[config.mk]
export PLATFORM = sky130hd
export DESIGN_NAME = usart_regs
export DESIGN_NICKNAME = d
export VERILOG_FILES = /design/src/rtl/usart_regs_pkg.sv /design/src/rtl/usart_addr_dec.sv /design/src/rtl/usart_cfg_bank.sv /design/src/rtl/usart_status_reg.sv /design/src/rtl/usart_regs.sv
export SDC_FILE = /design/constraint.sdc
export NUM_CORES = 1
export LEC_CHECK = 0
export BUFFER_PORTS_ARGS = -buffer_cell sky130_fd_sc_hd__buf_4
export CORE_UTILIZATION = 35
export DETAILED_ROUTE_END_ITERATION = 8
export HOLD_SLACK_MARGIN = 0.06
export MAX_ROUTING_LAYER = met4
export SYNTH_ARGS = -nofsm -noshare
export SYNTH_HDL_FRONTEND = slang
export SYNTH_HIERARCHICAL = 1
export SYNTH_SLANG_ARGS = --single-unit
export TNS_END_PERCENT = 5
[constraint.sdc]
create_clock -name clk -period 1.8 [get_ports clk]
set_clock_uncertainty 0.1 [all_clocks]
set_input_delay 0.36 -clock clk [delete_from_list [all_inputs] [get_ports clk]]
set_output_delay 0.36 -clock clk [all_outputs]
set_load 0.03 [all_outputs]
[src/rtl/usart_regs_pkg.sv]
package usart_regs_pkg;
  localparam int NREG = 7;
  localparam int NCFG = 5;
  localparam int CFG_BASE = 2;
  localparam int IDX_STAT = 0;
  localparam int IDX_DATA = 1;
  localparam int IDX_CTL1 = 3;
  localparam int CFG_CTL1 = IDX_CTL1 - CFG_BASE;

  localparam int ST_TXE  = 7;
  localparam int ST_TC   = 6;
  localparam int ST_RXNE = 5;
  localparam int C1_UEN  = 13;
  localparam int C1_RXIE = 5;
  localparam int C1_TEN  = 3;

  localparam logic [31:0] STAT_RST   = 32'h00C0_0000;
  localparam logic [31:0] TX_LIMIT   = 32'h0000_F000;
  localparam logic [31:0] LOAD_LIMIT = 32'h0000_03FF;
  localparam logic [31:0] DATA_MASK  = 32'h0000_03FF;
endpackage

[src/rtl/usart_addr_dec.sv]
module usart_addr_dec #(
  parameter int ADDR_W = 11,
  parameter int NSEL   = 7
) (
  input  logic              req,
  input  logic [ADDR_W-1:0] addr,
  output logic [NSEL-1:0]   sel
);
  for (genvar g = 0; g < NSEL; g++) begin : g_sel
    assign sel[g] = req && (addr == ADDR_W'(g));
  end
endmodule

[src/rtl/usart_cfg_bank.sv]
module usart_cfg_bank #(
  parameter int N = 5,
  parameter int W = 32
) (
  input  logic              clk,
  input  logic              rst_n,
  input  logic              wr,
  input  logic [N-1:0]      sel,
  input  logic [W-1:0]      wdata,
  output logic [N-1:0][W-1:0] q
);
  for (genvar g = 0; g < N; g++) begin : g_reg
    always_ff @(posedge clk or negedge rst_n) begin
      if (!rst_n)            q[g] <= '0;
      else if (wr && sel[g]) q[g] <= wdata;
    end
  end
endmodule

[src/rtl/usart_status_reg.sv]
module usart_status_reg
  import usart_regs_pkg::*;
(
  input  logic        clk,
  input  logic        rst_n,
  input  logic        wr_stat,
  input  logic        rd_stat,
  input  logic        rd_data,
  input  logic        tx_send,
  input  logic        rx_take,
  input  logic [31:0] wdata,
  output logic [31:0] stat_q
);
  logic [31:0] nxt;

  always_comb begin
    nxt = stat_q;
    if (wr_stat) nxt = (wdata <= LOAD_LIMIT) ? wdata : (stat_q & wdata);
    if (rd_stat) nxt[ST_TC]  = 1'b0;
    if (rd_data) nxt[ST_TXE] = 1'b1;
    if (tx_send) nxt[ST_TC]  = 1'b1;
    if (rx_take) nxt[ST_RXNE] = 1'b1;
  end

  always_ff @(posedge clk or negedge rst_n) begin
    if (!rst_n) stat_q <= STAT_RST;
    else        stat_q <= nxt;
  end
endmodule

[src/rtl/usart_regs.sv]
module usart_regs
  import usart_regs_pkg::*;
#(
  parameter int REGION_BYTES = 8192,
  localparam int ADDR_W = $clog2(REGION_BYTES / 4)
) (
  input  logic              clk,
  input  logic              rst_n,
  input  logic              bus_valid,
  input  logic              bus_write,
  input  logic [ADDR_W-1:0] bus_addr,
  input  logic [31:0]       bus_wdata,
  output logic [31:0]       bus_rdata,
  output logic              bus_rvalid,
  output logic [7:0]        tx_data,
  output logic              tx_valid,
  input  logic [7:0]        rx_data,
  input  logic              rx_valid,
  output logic              rx_ready,
  output logic              irq
);
  logic [NREG-1:0]        sel;
  logic [NCFG-1:0][31:0]  cfg_q;
  logic [31:0]            stat_q;
  logic [7:0]             data_q;
  logic [31:0]            rd_mux;
  logic rd_req, wr_req, tx_send, rx_take;

  assign rd_req = bus_valid && !bus_write;
  assign wr_req = bus_valid && bus_write;

  usart_addr_dec #(.ADDR_W(ADDR_W), .NSEL(NREG)) u_dec (
    .req(bus_valid), .addr(bus_addr), .sel(sel)
  );

  usart_cfg_bank #(.N(NCFG), .W(32)) u_cfg (
    .clk(clk), .rst_n(rst_n), .wr(wr_req),
    .sel(sel[NREG-1:CFG_BASE]), .wdata(bus_wdata), .q(cfg_q)
  );

  assign rx_ready = cfg_q[CFG_CTL1][C1_UEN] && cfg_q[CFG_CTL1][C1_TEN];
  assign rx_take  = rx_valid && rx_ready;
  assign tx_send  = wr_req && sel[IDX_DATA] && (bus_wdata < TX_LIMIT);

  usart_status_reg u_stat (
    .clk(clk), .rst_n(rst_n),
    .wr_stat(wr_req && sel[IDX_STAT]),
    .rd_stat(rd_req && sel[IDX_STAT]),
    .rd_data(rd_req && sel[IDX_DATA]),
    .tx_send(tx_send), .rx_take(rx_take),
    .wdata(bus_wdata), .stat_q(stat_q)
  );

  always_ff @(posedge clk or negedge rst_n) begin
    if (!rst_n)       data_q <= '0;
    else if (rx_take) data_q <= rx_data;
  end

  always_comb begin
    rd_mux = '0;
    if (sel[IDX_STAT]) rd_mux = stat_q;
    if (sel[IDX_DATA]) rd_mux = 32'(data_q) & DATA_MASK;
    for (int i = 0; i < NCFG; i++)
      if (sel[CFG_BASE + i]) rd_mux = cfg_q[i];
  end

  always_ff @(posedge clk or negedge rst_n) begin
    if (!rst_n) begin
      bus_rvalid <= 1'b0;
      bus_rdata  <= '0;
      tx_valid   <= 1'b0;
      tx_data    <= '0;
    end else begin
      bus_rvalid <= rd_req;
      if (rd_req)  bus_rdata <= rd_mux;
      tx_valid <= tx_send;
      if (tx_send) tx_data <= bus_wdata[7:0];
    end
  end

  assign irq = stat_q[ST_RXNE] && cfg_q[CFG_CTL1][C1_RXIE];
endmodule

# Word-level counts from Yosys, hierarchy flattened
# Index checks and enable logic that the tools add are counted.
op_classes:
  magnitude_cmp: 2
  n_eq_ne: 6
  n_mux: 13
  bitwise: 1
  n_reduce_logical: 27
op_table:
  columns: ["cell", "n"]
  rows:
  - ["$mux W32", 8]
  - ["$eq A11 B3 Y1 const B", 3]
  - ["$and A32 B32 Y32", 1]
  - ["$le A32 B10 Y1 const B", 1]
  - ["$lt A32 B16 Y1 const B", 1]
  - ["$eq A11 B2 Y1 const B", 2]
  - ["$logic_and A1 B1 Y1", 22]
  - ["$eq A11 B1 Y1 const B", 1]
  - ["$logic_not A11 Y1", 1]
  - ["$mux W8", 1]
  - ["$mux W1", 4]
  - ["$reduce_bool A2 Y1", 2]
  - ["$reduce_bool A3 Y1", 1]
  - ["$logic_not A1 Y1", 1]
totals:
  ff_bits: 242
  in_bits: 56
  out_inout_bits: 44
  word_cells: 63

# Longest topological paths before layout
logic_depth:
  depth_word: 9
  mapped_depth: 10
  ltp_nobuf: 7

# Hierarchy
# The synthesis kept the hierarchy.
modules_own_cells:
  columns: ["module", "n_inst", "cells_per_inst", "area_each_um2", "seq_area_each_um2"]
  rows:
  - ["usart_cfg_bank", 1, 340, 5936.9, 4003.8]
  - ["usart_regs", 1, 320, 3340.7, 1251.2]
  - ["usart_status_reg", 1, 164, 1711.6, 803.3]
  - ["usart_addr_dec", 1, 14, 100.1, 0.0]

# Worst setup path after synthesis
# OpenSTA, ideal clock, no wires.
synth_timing:
  path_kind: "input -> register"
  startpoint: "input port bus_addr[6]"
  endpoint: "register bus_rdata[22]"
  setup_ps: 131
  t_arrival_ps: 2592
  required_time_ps: 1569
  path_slack_ps: -1023
  path_stages: 9
  path_buffers: 3
  cell_sequence: "or4_1 > buf_2 > nor4_1 > inv_2 > and2_4 > buf_6 > buf_6 > a221oi_2 > o22ai_1"
synth_via:
  word_cells_on_any_way: 21
  classes_between: "eq/ne (6); mux (7); reduce/logical (8)"
synth_lines:
  columns: ["element", "line", "source"]
  rows:
  - ["from (decl)", "usart_regs.sv:11", "input logic [ADDR_W-1:0] bus_addr,"]
  - ["$eq A11 B2 Y1", "usart_addr_dec.sv:10", "assign sel[g] = req && (addr == ADDR_W'(g));"]
  - ["$logic_and A1 B1 Y1", "usart_addr_dec.sv:10", null]
  - ["net sel[2]", "usart_regs.sv:22", "logic [NREG-1:0] sel;"]
  - ["$mux W32 (5 in a row)", "usart_regs.sv:64", "if (sel[CFG_BASE + i]) rd_mux = cfg_q[i];"]
  - ["to (signal assigned)", "usart_regs.sv:75", "if (rd_req) bus_rdata <= rd_mux;"]
  - ["to (decl)", "usart_regs.sv:13", "output logic [31:0] bus_rdata,"]
# The timed path passes the listed nets, and every way through them passes these cells.
# A chain may end at the register's enable or synchronous reset.

# Worst setup path after layout
layout_timing:
  startpoint: "input port bus_addr[5]"
  endpoint: "register tx_data[5]"
layout_via:
  elab_chain_len: 4
layout_rtl:
  columns: ["element", "line", "source"]
  rows:
  - ["$eq A11 B1 Y1", "usart_addr_dec.sv:10", null]
  - ["$logic_and A1 B1 Y1", "usart_addr_dec.sv:10", null]
  - ["net sel[1]", "usart_regs.sv:22", null]
  - ["$logic_and A1 B1 Y1 (2 in a row)", "usart_regs.sv:43", "assign tx_send = wr_req && sel[IDX_DATA] && (bus_wdata < TX_LIMIT);"]
  - ["net tx_send", "usart_regs.sv:27", "logic rd_req, wr_req, tx_send, rx_take;"]
  - ["to (signal assigned)", "usart_regs.sv:77", "if (tx_send) tx_data <= bus_wdata[7:0];"]
  - ["to (decl)", "usart_regs.sv:15", "output logic [7:0] tx_data,"]
# The timed path passes the listed nets, and every way through them passes these cells.

==> flow_summary.toml <==
[power]
clockPowerShare = 0.455
power_density_nw_per_um2 = 827
p_comb_frac = 0.086
p_total_mw = 12.2
p_leak_nw = 6.96
p_sw_mw = 2.92
switching_share = 0.239
power.internal_mw = 9.28
peakVddDrop_v = 0.000662
pwr-share-seq = 0.459

[floorplan]
core_um2 = 30900
ios = 100
start_util = 0.359
rows = 64
dieArea_um2 = 32400
die_x_um = 180
die_h_um = 180

[logic_synthesis]
syn-num-nets = 894
ys_seq_area_frac = 0.546
synth_edf_count = 0
synth_area_leaders = "dfrtp_1 (54%), mux2_2 (17%), a221oi_2 (5.0%), a221oi_1 (3.2%), o221ai_1 (2.4%)"
yosysTopAreaCell = "dfrtp_1"
ys_ff_latch = 242
syn_inst = 838
synth-async-reset-ratio = 1.00
yosysWarnings = 6
postSynthAreaPerCell_um2 = 13.2
synth_common_cells = "dfrtp_1 (240), mux2_2 (168), inv_1 (54)"
ys_types = 49
synth_top_area_frac = 0.542
yosysMostFrequentCell = "dfrtp_1"
synth_area_um2 = 11100
synth_ff_type = "dfrtp_1"

[route]
vias = 8046
dr.first_iter.drc_count = 329
routed_wl_mm = 32.0
ant_nets = 0
viasPerCell = 5.51
dr.pass1.iters = 4
drc = 0
wl_per_cell_um = 21.9

[place]
place_area_um2 = 13000
place_congestion = 0.800
io_buffers = 99
hpwl_mm = 20.9
dpl.cell_count = 1377

[timing]
max_freq_mhz = 434
max_slew.worst_pin.slew_ns = 0.790
setup_viol = 233
grt_setup_unrepaired = "yes"
worst_slack_ns = -0.505
relSlewSlack = 0.471
drv_slew = 0
finalHoldViolCount = 0
timing.final.crit_share = 1.28
whs_ns = 0.119
finalCriticalPeriod_ns = 2.30

[flow_run]
drv_cap = 0

[clock_network]
clkTransAtPathRegs_ns = 0.06
clockBufferDepth = 3
cts_max_level = 1
cts_buffers = 26
cts_tree = "built"
insertion_delay_ns = 0.54
clock_sinks = 242
root_buffer = "clkbuf_16"

[worst_hold_path]
min_path_type = "in2reg"

[setup_path]
slowest_stage = "or4_4"
cp-start-kind = "primary input"
cp.required_ns = 2.12
critPathTopFamily = "simple AND/OR/NAND/NOR gates"
max_stage_delay_ns = 0.56
worstPathArrival_ns = 2.62
criticalPathCategory = "in2reg"
path_cells = "buf_6, or4_4, nor4_4, buf_6, nor4b_4, nand4_2, nor2_8, buf_12, mux2_4"
worstSetupEndpointType = "flop"
cp_common_cell = "buf_6"
worstPathBufferInverterCount = 3
cp_max_fo = 10

[cells_and_area]
final_cells = 1461
antennaDiodeCount = 0
syn_to_final_growth_pct = 33.1
final_net_count = 1102
finalCoreUtilization = 0.477
layout-drive-gt1-share = 0.515
fin_area_um2 = 14800

[outcome]
violations = "setup timing"
outcome = "complete, but fails checks"

[global_routing]
grt_usage = 0.203
overflow = 0
grt_pass1_vias = 8369
grt_max_degree = 52
antenna_found_initial = 0
grt_pass1_wl_mm = 49.9
==> final cells by class <==
cell class / instances / area [um^2]
clock buffers: 33 / 737
flip-flops and latches: 242 / 6060
clock inverters: 14 / 159
repair buffers: 240 / 2210
well taps: 396 / 495
multi-input cells: 479 / 4880
inverters: 57 / 216
fillers: 2750 / 16200
==> worst paths after layout <==
check,end,start,slack [ns],cells after the start
worst max-delay path,tx_data[5],bus_addr[5],-0.50,9
worst min-delay path,u_cfg/q[113],bus_wdata[17],0.12,3
worst max register to register,data_q[5],u_cfg/q[45],0.33,4
worst min register to register,u_cfg/q[129],u_cfg/q[129],0.40,1
max in group asynchronous,u_stat/stat_q[21],rst_n,0.76,3
min in group asynchronous,bus_rdata[4],rst_n,0.24,2
==> power groups by stage <==
| stage | Sequential (mW) | Combinational, mW | Clock, mW |
|---|---|---|---|
| floorplan | 5.85 | 0.208 | 0 |
| global placement | 5.70 | 0.983 | 0 |
| detailed placement | 5.70 | 0.989 | 0 |
| CTS | 5.60 | 1.06 | 5.66 |
| global route | 5.61 | 1.14 | 5.89 |
| finish | 5.60 | 1.05 | 5.55 |
==> cells by family after synthesis <==
| logic type | Yosys count | share of synthesized area |
|---|---|---|
| buffers and inverters | 117 | 0.0538 |
| AND/OR/NAND/NOR | 101 | 0.0583 |
| AO/OA/AOI/OAI | 202 | 0.160 |
| flip-flops | 242 | 0.546 |
| multiplexers | 176 | 0.181 |
==> placed cells by master, fill, tap and decap left out, types with 4 or more instances in the layout <==
cell type,n
dfrtp_1,240
o21ai_1,6
buf_8,4
buf_12,18
a221oi_1,13
mux2_4,8
nor2_1,26
nand2b_1,4
o22ai_1,23
nor4_4,7
a221oi_2,59
o221a_1,8
a221oi_4,5
o221ai_1,27
clkbuf_8,6
buf_4,169
a21oi_1,31
clkbuf_16,26
mux2_2,168
buf_6,23
a22oi_1,6
nand3b_1,9
dlygate4sd3_1,26
o21ai_0,7
and2_1,4
inv_1,54
nand2_1,15
nor4_2,5
clkinv_2,9
==> tightest hold or removal path: cells and delay by family <==
| kind | cells | cell delay, ns |
|---|---|---|
| buf+inv | 2 | 0.21 |
| mux | 1 | 0.14 |
==> layer usage <==
layer	share of wire	GRT usage
met1	0.46	0.283
met4	0.015	0.0424
met3	0.051	0.0314
met5	0	-
met2	0.47	0.313
==> what timing repair did <==
item | 4_1_cts | 5_1_grt
setup buffers | 4 | 7
hold buffers | 26 | 0
gates cloned | 0 | 1
endpoints found under the setup margin | 234 | 233
endpoints found under the hold margin | 325 | 0
gates resized for setup | 66 | 30
pin swaps | 8 | 8
==> flip-flops by register name, indices dropped and copies added, names as in the netlist <==
signal / flops
u_cfg/q: 160
bus_rdata: 32
u_stat/stat_q: 32
data_q: 8
tx_data: 8
bus_rvalid: 1
tx_valid: 1
==> per-stage QoR <==
stage	setup TNS [ns]	setup slack, ns
final	-60.26	-0.505
after global routing	-70.19	-0.551
after CTS	-43.04	-0.483
after detailed placement	-201.38	-1.47
after global placement	-199.09	-1.52
after floorplan	-116.76	-0.733
Power figures use the tool's default switching activity.
